<file path="src/rtl/scsi_busctl_pkg.sv">
package scsi_busctl_pkg;
  localparam int DW = 8;
  localparam int AW = 3;

  // host addresses
  localparam logic [AW-1:0] A_DATA = 3'd0;
  localparam logic [AW-1:0] A_ICR  = 3'd1;
  localparam logic [AW-1:0] A_MODE = 3'd2;
  localparam logic [AW-1:0] A_TCR  = 3'd3;
  localparam logic [AW-1:0] A_STAT = 3'd4;
  localparam logic [AW-1:0] A_BSR  = 3'd5;
  localparam logic [AW-1:0] A_IDAT = 3'd6;
  localparam logic [AW-1:0] A_CLR  = 3'd7;

  // line-assert register bits
  localparam int IC_RST  = 7;
  localparam int IC_TRI  = 6;
  localparam int IC_DIFF = 5;
  localparam int IC_ACK  = 4;
  localparam int IC_BSY  = 3;
  localparam int IC_SEL  = 2;
  localparam int IC_ATN  = 1;
  localparam int IC_DAT  = 0;

  // mode register bits
  localparam int MD_TGT  = 6;
  localparam int MD_PCHK = 5;
  localparam int MD_PINT = 4;
  localparam int MD_MBSY = 2;
  localparam int MD_DMA  = 1;
  localparam int MD_ARB  = 0;

  typedef struct packed {
    logic rst;
    logic bsy;
    logic req;
    logic msg;
    logic cd;
    logic io;
    logic sel;
    logic atn;
    logic ack;
  } ctl_t;

  typedef enum logic [2:0] {
    ARB_IDLE,
    ARB_FREE,
    ARB_RUN,
    ARB_WON,
    ARB_LOST
  } arb_st_t;
endpackage

</file>
<file path="src/rtl/scsi_busctl_host.sv">
module scsi_busctl_host
  import scsi_busctl_pkg::*;
(
  input  logic          clk,
  input  logic          rst,
  input  logic          cs,
  input  logic          rd,
  input  logic          wr,
  input  logic [AW-1:0] addr,
  input  logic [DW-1:0] wdata,
  output logic [DW-1:0] rdata,
  input  ctl_t          ctl,
  input  logic [DW-1:0] data_q,
  input  logic          dbp_q,
  input  logic          aip,
  input  logic          lost,
  input  logic          irq,
  input  logic          perr,
  input  logic          berr,
  input  logic          pmatch,
  input  logic [DW-1:0] idat,
  output logic [DW-1:0] odr,
  output logic [DW-1:0] icr,
  output logic [3:0]    tcr,
  output logic [DW-1:0] sel_en,
  output logic          m_tgt,
  output logic          m_pchk,
  output logic          m_pint,
  output logic          m_mbsy,
  output logic          m_dma,
  output logic          m_arb,
  output logic          clr
);
  logic [DW-1:0] mode_q;
  logic [DW-1:0] rmux;

  assign m_tgt  = mode_q[MD_TGT];
  assign m_pchk = mode_q[MD_PCHK];
  assign m_pint = mode_q[MD_PINT];
  assign m_mbsy = mode_q[MD_MBSY];
  assign m_dma  = mode_q[MD_DMA];
  assign m_arb  = mode_q[MD_ARB];
  assign clr    = cs && rd && (addr == A_CLR);

  always_comb begin
    unique case (addr)
      A_DATA:  rmux = data_q;
      A_ICR:   rmux = {icr[IC_RST], aip, lost, icr[IC_ACK:IC_DAT]};
      A_MODE:  rmux = mode_q;
      A_TCR:   rmux = {4'b0, tcr};
      A_STAT:  rmux = {ctl.rst, ctl.bsy, ctl.req, ctl.msg, ctl.cd, ctl.io, ctl.sel, dbp_q};
      A_BSR:   rmux = {2'b00, perr, irq, pmatch, berr, ctl.atn, ctl.ack};
      A_IDAT:  rmux = idat;
      default: rmux = '0;
    endcase
  end

  always_ff @(posedge clk) begin
    if (rst) begin
      odr    <= '0;
      icr    <= '0;
      mode_q <= '0;
      tcr    <= '0;
      sel_en <= '0;
      rdata  <= '0;
    end else begin
      if (cs && wr) begin
        unique case (addr)
          A_DATA:  odr    <= wdata;
          A_ICR:   icr    <= wdata;
          A_MODE:  mode_q <= wdata;
          A_TCR:   tcr    <= wdata[3:0];
          A_STAT:  sel_en <= wdata;
          default: ;
        endcase
      end
      if (cs && rd) rdata <= rmux;
    end
  end
endmodule

</file>
<file path="src/rtl/scsi_busctl_evt.sv">
module scsi_busctl_evt
  import scsi_busctl_pkg::*;
(
  input  logic          clk,
  input  logic          rst,
  input  ctl_t          ctl_i,
  input  logic [DW-1:0] data_i,
  input  logic          dbp_i,
  input  logic          m_tgt,
  input  logic          m_pchk,
  input  logic          m_pint,
  input  logic          m_mbsy,
  input  logic          m_dma,
  input  logic [2:0]    phase_want,
  input  logic [DW-1:0] sel_en,
  input  logic          clr,
  output ctl_t          ctl_q,
  output logic [DW-1:0] data_q,
  output logic          dbp_q,
  output logic [DW-1:0] idat,
  output logic          pmatch,
  output logic          perr,
  output logic          berr,
  output logic          irq,
  output logic          irq_set
);
  ctl_t          ctl_p;
  logic [DW-1:0] data_p;
  logic          dbp_p;
  logic          selc_q, pm_q;
  logic          stb_now, stb_prev, latch;
  logic          par_ev, sel_cond, sel_ev, bsy_ev, ph_ev;

  assign stb_now  = m_tgt ? ctl_q.ack : ctl_q.req;
  assign stb_prev = m_tgt ? ctl_p.ack : ctl_p.req;
  assign latch    = stb_prev && !stb_now;
  // odd parity expected: an even count of ones is an error
  assign par_ev   = latch && m_pchk && !(^{data_p, dbp_p});
  assign sel_cond = !ctl_q.bsy && ctl_q.sel && (|(data_q & sel_en));
  assign sel_ev   = sel_cond && !selc_q;
  assign bsy_ev   = m_mbsy && ctl_p.bsy && !ctl_q.bsy;
  assign pmatch   = ({ctl_q.msg, ctl_q.cd, ctl_q.io} == phase_want);
  assign ph_ev    = m_dma && pm_q && !pmatch;
  assign irq_set  = sel_ev || (par_ev && m_pint) || bsy_ev || ph_ev;

  always_ff @(posedge clk) begin
    if (rst) begin
      ctl_q  <= '0;
      data_q <= '0;
      dbp_q  <= 1'b0;
      ctl_p  <= '0;
      data_p <= '0;
      dbp_p  <= 1'b0;
      selc_q <= 1'b0;
      pm_q   <= 1'b0;
      idat   <= '0;
      perr   <= 1'b0;
      berr   <= 1'b0;
      irq    <= 1'b0;
    end else begin
      ctl_q  <= ctl_i;
      data_q <= data_i;
      dbp_q  <= dbp_i;
      ctl_p  <= ctl_q;
      data_p <= data_q;
      dbp_p  <= dbp_q;
      selc_q <= sel_cond;
      pm_q   <= pmatch;
      if (latch) idat <= data_p;
      if (par_ev) perr <= 1'b1;
      else if (clr) perr <= 1'b0;
      if (bsy_ev) berr <= 1'b1;
      else if (clr) berr <= 1'b0;
      if (irq_set) irq <= 1'b1;
      else if (clr) irq <= 1'b0;
    end
  end
endmodule

</file>
<file path="src/rtl/scsi_busctl_arb.sv">
module scsi_busctl_arb
  import scsi_busctl_pkg::*;
#(
  parameter int OWN_ID   = 6,
  parameter int FREE_CYC = 8,
  parameter int ARB_CYC  = 4
) (
  input  logic          clk,
  input  logic          rst,
  input  logic          start,
  input  logic          bus_bsy,
  input  logic          bus_sel,
  input  logic [DW-1:0] bus_data,
  output logic          aip,
  output logic          lost,
  output logic          drive
);
  localparam int            CMAX     = (FREE_CYC > ARB_CYC) ? FREE_CYC : ARB_CYC;
  localparam int            CNT_W    = $clog2(CMAX + 1);
  localparam logic [DW-1:0] LOW_MASK = DW'((1 << (OWN_ID + 1)) - 1);
  localparam logic [DW-1:0] HI_MASK  = ~LOW_MASK;

  arb_st_t           st_q;
  logic [CNT_W-1:0]  cnt_q;

  assign aip   = (st_q == ARB_RUN) || (st_q == ARB_WON);
  assign lost  = (st_q == ARB_LOST);
  assign drive = aip;

  always_ff @(posedge clk) begin
    if (rst) begin
      st_q  <= ARB_IDLE;
      cnt_q <= '0;
    end else if (!start) begin
      st_q  <= ARB_IDLE;
      cnt_q <= '0;
    end else begin
      unique case (st_q)
        ARB_IDLE: begin
          st_q  <= ARB_FREE;
          cnt_q <= '0;
        end
        ARB_FREE: begin
          if (bus_bsy || bus_sel) cnt_q <= '0;
          else if (cnt_q == CNT_W'(FREE_CYC - 1)) begin
            st_q  <= ARB_RUN;
            cnt_q <= '0;
          end else cnt_q <= cnt_q + 1'b1;
        end
        ARB_RUN: begin
          if (|(bus_data & HI_MASK)) st_q <= ARB_LOST;
          else if (cnt_q == CNT_W'(ARB_CYC - 1)) st_q <= ARB_WON;
          else cnt_q <= cnt_q + 1'b1;
        end
        default: ;
      endcase
    end
  end
endmodule

</file>
<file path="src/rtl/scsi_busctl.sv">
module scsi_busctl
  import scsi_busctl_pkg::*;
#(
  parameter int OWN_ID   = 6,
  parameter int FREE_CYC = 8,
  parameter int ARB_CYC  = 4
) (
  input  logic       clk,
  input  logic       rst,
  input  logic       cs_i,
  input  logic       rd_i,
  input  logic       wr_i,
  input  logic [2:0] addr_i,
  input  logic [7:0] wdata_i,
  output logic [7:0] rdata_o,
  output logic       irq_o,
  input  logic       bus_rst_i,
  input  logic       bus_bsy_i,
  input  logic       bus_sel_i,
  input  logic       bus_atn_i,
  input  logic       bus_ack_i,
  input  logic       bus_req_i,
  input  logic       bus_msg_i,
  input  logic       bus_cd_i,
  input  logic       bus_io_i,
  input  logic [7:0] bus_data_i,
  input  logic       bus_dbp_i,
  output logic       drv_rst_o,
  output logic       drv_bsy_o,
  output logic       drv_sel_o,
  output logic       drv_atn_o,
  output logic       drv_ack_o,
  output logic       drv_req_o,
  output logic       drv_msg_o,
  output logic       drv_cd_o,
  output logic       drv_io_o,
  output logic [7:0] data_o,
  output logic       dbp_o,
  output logic       data_oe_o,
  output logic       diff_en_o
);
  localparam logic [DW-1:0] ID_BIT = DW'(1) << OWN_ID;

  ctl_t          ctl_in, ctl_q;
  logic [DW-1:0] data_q, idat, odr_q, icr_q, sel_en;
  logic [3:0]    tcr_q;
  logic          dbp_q, pmatch, perr, berr, irq_set, clr;
  logic          m_tgt, m_pchk, m_pint, m_mbsy, m_dma, m_arb;
  logic          arb_aip, arb_lost, arb_drive;
  logic          en;
  logic [DW-1:0] d_val;

  assign ctl_in = '{rst: bus_rst_i, bsy: bus_bsy_i, req: bus_req_i, msg: bus_msg_i,
                    cd: bus_cd_i, io: bus_io_i, sel: bus_sel_i, atn: bus_atn_i,
                    ack: bus_ack_i};

  scsi_busctl_host u_host (
    .clk(clk), .rst(rst), .cs(cs_i), .rd(rd_i), .wr(wr_i), .addr(addr_i),
    .wdata(wdata_i), .rdata(rdata_o), .ctl(ctl_q), .data_q(data_q), .dbp_q(dbp_q),
    .aip(arb_aip), .lost(arb_lost), .irq(irq_o), .perr(perr), .berr(berr),
    .pmatch(pmatch), .idat(idat), .odr(odr_q), .icr(icr_q), .tcr(tcr_q),
    .sel_en(sel_en), .m_tgt(m_tgt), .m_pchk(m_pchk), .m_pint(m_pint),
    .m_mbsy(m_mbsy), .m_dma(m_dma), .m_arb(m_arb), .clr(clr)
  );

  scsi_busctl_evt u_evt (
    .clk(clk), .rst(rst), .ctl_i(ctl_in), .data_i(bus_data_i), .dbp_i(bus_dbp_i),
    .m_tgt(m_tgt), .m_pchk(m_pchk), .m_pint(m_pint), .m_mbsy(m_mbsy),
    .m_dma(m_dma), .phase_want(tcr_q[2:0]), .sel_en(sel_en), .clr(clr),
    .ctl_q(ctl_q), .data_q(data_q), .dbp_q(dbp_q), .idat(idat), .pmatch(pmatch),
    .perr(perr), .berr(berr), .irq(irq_o), .irq_set(irq_set)
  );

  scsi_busctl_arb #(.OWN_ID(OWN_ID), .FREE_CYC(FREE_CYC), .ARB_CYC(ARB_CYC)) u_arb (
    .clk(clk), .rst(rst), .start(m_arb), .bus_bsy(ctl_q.bsy), .bus_sel(ctl_q.sel),
    .bus_data(data_q), .aip(arb_aip), .lost(arb_lost), .drive(arb_drive)
  );

  assign en    = !icr_q[IC_TRI];
  assign d_val = arb_drive ? ID_BIT : odr_q;

  always_ff @(posedge clk) begin
    if (rst) begin
      drv_rst_o <= 1'b0;
      drv_bsy_o <= 1'b0;
      drv_sel_o <= 1'b0;
      drv_atn_o <= 1'b0;
      drv_ack_o <= 1'b0;
      drv_req_o <= 1'b0;
      drv_msg_o <= 1'b0;
      drv_cd_o  <= 1'b0;
      drv_io_o  <= 1'b0;
      data_o    <= '0;
      dbp_o     <= 1'b0;
      data_oe_o <= 1'b0;
      diff_en_o <= 1'b0;
    end else begin
      drv_rst_o <= en && icr_q[IC_RST];
      drv_bsy_o <= en && (icr_q[IC_BSY] || arb_drive);
      drv_sel_o <= en && icr_q[IC_SEL];
      drv_atn_o <= en && !m_tgt && icr_q[IC_ATN];
      drv_ack_o <= en && !m_tgt && icr_q[IC_ACK];
      drv_req_o <= en && m_tgt && tcr_q[3];
      drv_msg_o <= en && m_tgt && tcr_q[2];
      drv_cd_o  <= en && m_tgt && tcr_q[1];
      drv_io_o  <= en && m_tgt && tcr_q[0];
      data_o    <= d_val;
      dbp_o     <= ~^d_val;
      data_oe_o <= en && (arb_drive || (icr_q[IC_DAT] && !tcr_q[0]));
      diff_en_o <= icr_q[IC_DIFF];
    end
  end
endmodule

</file>
<file path="config.mk">
export PLATFORM = sky130hd
export DESIGN_NAME = scsi_busctl
export DESIGN_NICKNAME = d
export VERILOG_FILES = /design/src/rtl/scsi_busctl_pkg.sv /design/src/rtl/scsi_busctl_host.sv /design/src/rtl/scsi_busctl_evt.sv /design/src/rtl/scsi_busctl_arb.sv /design/src/rtl/scsi_busctl.sv
export SDC_FILE = /design/constraint.sdc
export NUM_CORES = 1
export LEC_CHECK = 0
export BUFFER_PORTS_ARGS = -buffer_cell sky130_fd_sc_hd__clkbuf_2
export CAP_MARGIN = 20
export CORE_MARGIN = 8
export CORE_UTILIZATION = 45
export CTS_CLUSTER_SIZE = 30
export DETAILED_ROUTE_END_ITERATION = 10
export GPL_ROUTABILITY_DRIVEN = 1
export PLACE_DENSITY_LB_ADDON = 0.08
export SETUP_SLACK_MARGIN = 0.2
export SYNTH_ARGS = -nofsm -noshare
export SYNTH_HDL_FRONTEND = slang
export SYNTH_HIERARCHICAL = 1
export SYNTH_SLANG_ARGS = --single-unit
</file>
<file path="constraint.sdc">
create_clock -name clk -period 1.7 [get_ports clk]
set_input_delay 0.255 -clock clk [delete_from_list [all_inputs] [get_ports clk]]
set_output_delay 0.255 -clock clk [all_outputs]
set_load 0.02 [all_outputs]
</file>
# Word-level counts from Yosys, hierarchy flattened
# Index checks and enable logic that the tools add are counted.
[classes] add_sub_neg=1 eq_ne=19 muxes=18 bitwise_logic=2 reduce_logical=59
[ops] cell="8-bit case mux with 7 select lines" n=1
[ops] cell="1-bit logical AND" n=27
[ops] cell="4-bit two-way mux" n=4
[ops] cell="3-bit equality test (second input constant)" n=5
[ops] cell="3-bit by 2-bit equality test with 1-bit output (second input constant)" n=4
[ops] cell="3-bit two-way mux" n=4
[ops] cell="4-bit case mux with 3 select lines" n=1
[ops] cell="2-bit AND reduction" n=5
[ops] cell="3-bit case mux with 3 select lines" n=1
[ops] cell="9-bit XOR reduction" n=1
[ops] cell="8-bit AND" n=1
[ops] cell="1-bit zero test" n=8
[ops] cell="8-bit two-way mux" n=1
[ops] cell="8-bit OR reduction" n=1
[ops] cell="8-bit XNOR reduction" n=1
[ops] cell="1-bit logical OR" n=7
[ops] cell="3-bit by 1-bit equality test with 1-bit output (second input constant)" n=2
[ops] cell="3-bit zero test" n=2
[ops] cell="1-bit two-way mux" n=6
[ops] cell="2-bit inequality test (second input constant)" n=3
[ops] cell="2-bit nonzero test" n=3
[ops] cell="4-bit by 1-bit adder with 4-bit output (second input constant)" n=1
[ops] cell="4-bit by 2-bit equality test with 1-bit output (second input constant)" n=1
[ops] cell="4-bit by 3-bit equality test with 1-bit output (second input constant)" n=1
[ops] cell="8 further kinds" n=8
[totals] ff_bits=114 in_bits=34 out_inout_bits=29 word_cells=142

# Depth between registers and ports, before layout
[depth] ltp_word=10 depth_mapped=6 mapped_depth_nobuf=6

# Modules after synthesis
# Netlist, hierarchy kept.
[modules_own_cells] module="scsi_busctl_host" n_inst=1 cells_per_inst=225 area_each_um2=2063.2
[modules_own_cells] module="scsi_busctl_evt" n_inst=1 cells_per_inst=135 area_each_um2=1541.5
[modules_own_cells] module="scsi_busctl" n_inst=1 cells_per_inst=53 area_each_um2=619.3
[modules_own_cells] module="scsi_busctl_arb" n_inst=1 cells_per_inst=60 area_each_um2=476.7

# Worst setup path after synthesis
# Ideal clock, no wire load.
[synth_timing] path_kind="reg-to-reg" startpoint="register u_arb.cnt_q[0]" endpoint="register u_arb.cnt_q[3]" setup_ps=119 arrival_time_ps=1411 required_ps=1581 slack_ps=170 stages_incl_launch_ff=6 path_buffers=0 path_cell_list="dfxtp_1 -> ha_1 -> or3b_2 -> a22oi_1 -> o21a_1 -> nor2_1"
[synth_between] elab_chain_len=4
[synth_rtl] item="start, declared" line_no="scsi_busctl_arb.sv:24" source="logic [CNT_W-1:0] cnt_q;"
[synth_rtl] item="start signal, assigned" line_no="scsi_busctl_arb.sv:48" source="end else cnt_q <= cnt_q + 1'b1;"
[synth_rtl] item="start signal, assigned" line_no="scsi_busctl_arb.sv:53" source="else cnt_q <= cnt_q + 1'b1;"
[synth_rtl] item="4-bit by 1-bit adder with 4-bit output / 4-bit by 3-bit equality test with 1-bit output (equally long branches)" line_no="scsi_busctl_arb.sv:48, scsi_busctl_arb.sv:53, scsi_busctl_arb.sv:45"
[synth_rtl] item="4-bit two-way mux (on tied branches)" line_no="scsi_busctl_arb.sv:52, scsi_busctl_arb.sv:45"
[synth_rtl] item="4-bit two-way mux (on tied branches)" line_no="scsi_busctl_arb.sv:51, scsi_busctl_arb.sv:44"
[synth_rtl] item="4-bit case mux with 3 select lines" line_no="scsi_busctl_arb.sv:38" source="unique case (st_q)"
# Parallel ways exist; a longest one is shown, timed or not. The select of a mux whose other input is x is not followed.
# A chain may end at the register's enable or synchronous reset.

# Final worst setup path
[layout_timing] startpoint="register u_evt.data_p[7]" endpoint="register u_evt.irq"
[layout_between] elab_chain_len=8
[layout_rtl] item="start, declared" line_no="scsi_busctl_evt.sv:28" source="logic [DW-1:0] data_p;"
[layout_rtl] item="start signal, assigned" line_no="scsi_busctl_evt.sv:65" source="data_p <= data_q;"
[layout_rtl] item="9-bit XOR reduction (*)" line_no="scsi_busctl_evt.sv:38" source="assign par_ev = latch && m_pchk && !(^{data_p, dbp_p});"
[layout_rtl] item="1-bit zero test (*)" line_no="scsi_busctl_evt.sv:38"
[layout_rtl] item="1-bit logical AND (*)" line_no="scsi_busctl_evt.sv:38"
[layout_rtl] item="1-bit logical AND (*)" line_no="scsi_busctl_evt.sv:44" source="assign irq_set = sel_ev || (par_ev && m_pint) || bsy_ev || ph_ev;"
[layout_rtl] item="1-bit logical OR (*) (3 in series)" line_no="scsi_busctl_evt.sv:44"
[layout_rtl] item="1-bit two-way mux / 2-bit nonzero test (equally long branches)"
[layout_rtl] item="end signal, assigned" line_no="scsi_busctl_evt.sv:59" source="irq <= 1'b0;"
[layout_rtl] item="end signal, assigned" line_no="scsi_busctl_evt.sv:74" source="if (irq_set) irq <= 1'b1;"
[layout_rtl] item="end signal, assigned" line_no="scsi_busctl_evt.sv:75" source="else if (clr) irq <= 1'b0;"
[layout_rtl] item="end, declared" line_no="scsi_busctl_evt.sv:24" source="output logic irq,"
# Every way passes the cells marked *; elsewhere a longest branch is shown, timed or not.

==> run metrics <==
Crit. path cell count=4; Die Y=118.2 um; half-perimeter wire length after placement=8.808 mm; die footprint=13960 um^2; Clk Latency, worst-skew pair=0.50 ns; wire per inst=16.72 um; Core Area=10230 um^2; TritonCTS clock tree=built; initial antenna violation count=0; yosys warns=6; Synth Cell Area=4697 um^2; Worst R2R Path Depth=4; Nets=600; PD cells=1068 nW/um^2; FF-to-FF setup slack=0.24 ns; slowest CP cell=xnor3_2; Worst Path Buf+Inv=0; met2 wire length=5.559 mm; Avg Cell Area, Syn=9.951 um^2; Post-Syn Instances=472; r2r startpoint=u_evt/data_p[7]; Cell Chain, Critical Path=xnor3_2, a2111oi_4, mux2i_1, a31oi_1; Non-Filler Instances=714; # port buffers=62; Worst-Margin Slew=0.5111 ns; capture point of the worst reg-to-reg path=u_evt/irq; Hold WC Path Type=input pin to flip-flop; syn nets=507; Sum Neg Setup Slack=0 ns; Worst Path Arrival=1.89 ns; status=completed; most frequent cells in the layout=dfxtp_1, clkbuf_2, nor2_1; Post-DP Area=5214 um^2; Largest delay share family, worst path=XOR/XNOR gates; I/O pin total=63; fin crit period=1.456 ns; DR DRC count=0; crit path kind=flip-flop to flip-flop; final setup skew=0.006358 ns; Max IR drop VDD=0.6093 mV; Final period util=0.8564; cell area after layout=5964 um^2; first-pass GRT wire length=19.51 mm; met3 routed WL=657 um; Setup Viol. Count Final=0; share of cells above drive strength 1=0.2474; Reg clk slew, reported paths=0.05 ns; Remaining Overflow, GRT=0; Die Width=118.2 um; final hold vios=0; routed via count=3651; crit path to=u_evt/irq; post-placement cell count=664; most common cell after layout, fill and taps aside=dfxtp_1; Starting Density=0.4591; number of DRC markers in iteration 0=226; vias in the first global route=3765; DR vias/cell=5.113; Post-CTS Setup Inserts=0; Final Core Density=0.5830; post-route ant nets=0; DR pass1 iterations=5; routability cong.=0.8224; TritonCTS sink count=114; Worst EP required=2.14 ns; top sig layer=met4; Metal-1 WL=5.627 mm; P_leak=2.520 nW; Root Driver=clkbuf_8; Total GRT Usage=0.1747; fin. max-slew vios=0; Max FO, Critical Path=3; Max Freq=686.9 MHz; CTS Buf Count=17; maximum single-stage delay on the critical path=0.49 ns; RSZ-0062 raised after global routing=true; synthesis-to-layout area growth=26.98%; diode count=0; Routed WL=11.94 mm; largest net degree at the start of global routing=25; Slew HR=0.6593; Critical Path Source Type=flip-flop; Max Root-Sink Buffers=2; Max H-tree Level=4; crit path from=u_evt/data_p[7]; Rows=37; crit end category=flip-flop; number of max-cap violations=0
==> tightest hold or removal path: cells and delay by family <==
family / cells / cell delay (ns)
buf+inv: 1 / 0.13
simple gates: 1 / 0.07
compound gates: 1 / 0.05
==> layout make-up <==
type / instances / area [um^2]
well taps: 136 / 170.2
multi-input cells: 324 / 2272
clock inverters: 10 / 85.08
inverters: 9 / 33.78
repair buffers: 99 / 658.1
flip-flops and latches: 114 / 2292
clock buffers: 22 / 452.9
fillers: 935 / 4267
==> report_power, final <==
part	total (mW)	switching, mW	internal (mW)
Clock	3.16	1.17	1.99
Combinational	0.426	0.226	0.200
Sequential	2.78	0.0511	2.73
Total	6.37	1.44	4.93
==> per-stage QoR <==
stage | power, mW | hold slack (ns) | setup WS, ns
CTS | 6.421 | 0.03311 | 0.2057
detailed placement | 3.229 | 0.4592 | 0.1092
floorplan | 3.069 | 0.3266 | 0.2036
global route | 6.605 | 0.05401 | 0.1822
global placement | 3.227 | 0.4559 | 0.1208
finish | 6.373 | 0.04555 | 0.2442
==> state kept, by name (all words and copies together) (netlist names), 3 cells and up <==
signal and flops:
u_evt/ctl_p 3, u_host/sel_en 8, data_o 8, u_host/odr 8, u_evt/data_q 8, u_host/rdata 8, u_host/mode_q 8, u_evt/idat 8
u_host/icr 8, u_evt/data_p 8, u_evt/ctl_q 9, u_arb/st_q 3, u_host/tcr 4, u_arb/cnt_q 4
==> what timing repair did <==
| action | in CTS | in global routing |
|---|---|---|
| pin swaps | 1 | 1 |
| hold buffers | 18 | 0 |
| setup endpoints to repair | 6 | 3 |
| resized for setup | 6 | 6 |
| hold endpoints to repair | 18 | 0 |
==> worst min path at each step <==
stage / from / end / cells after the start
after global placement: u_host/rdata[3] / u_host/rdata[3] / 2
after detailed placement: u_host/rdata[3] / u_host/rdata[3] / 2
after CTS: wdata_i[6] / u_host/mode_q[6] / 3
final: wdata_i[6] / u_host/mode_q[6] / 3
after floorplan: rst / u_evt/data_q[0] / 1
after global routing: wdata_i[6] / u_host/mode_q[6] / 3
==> per-layer routing <==
metal / vias to the layer above / track usage
met1: 1731 / 0.2162
met3: 9 / 0.05426
met4: 0 / 0.06085
met2: 79 / 0.2821
li1: 1832 / -
met5: - / 0
Note: power is estimated with default switching activity, not from simulation.
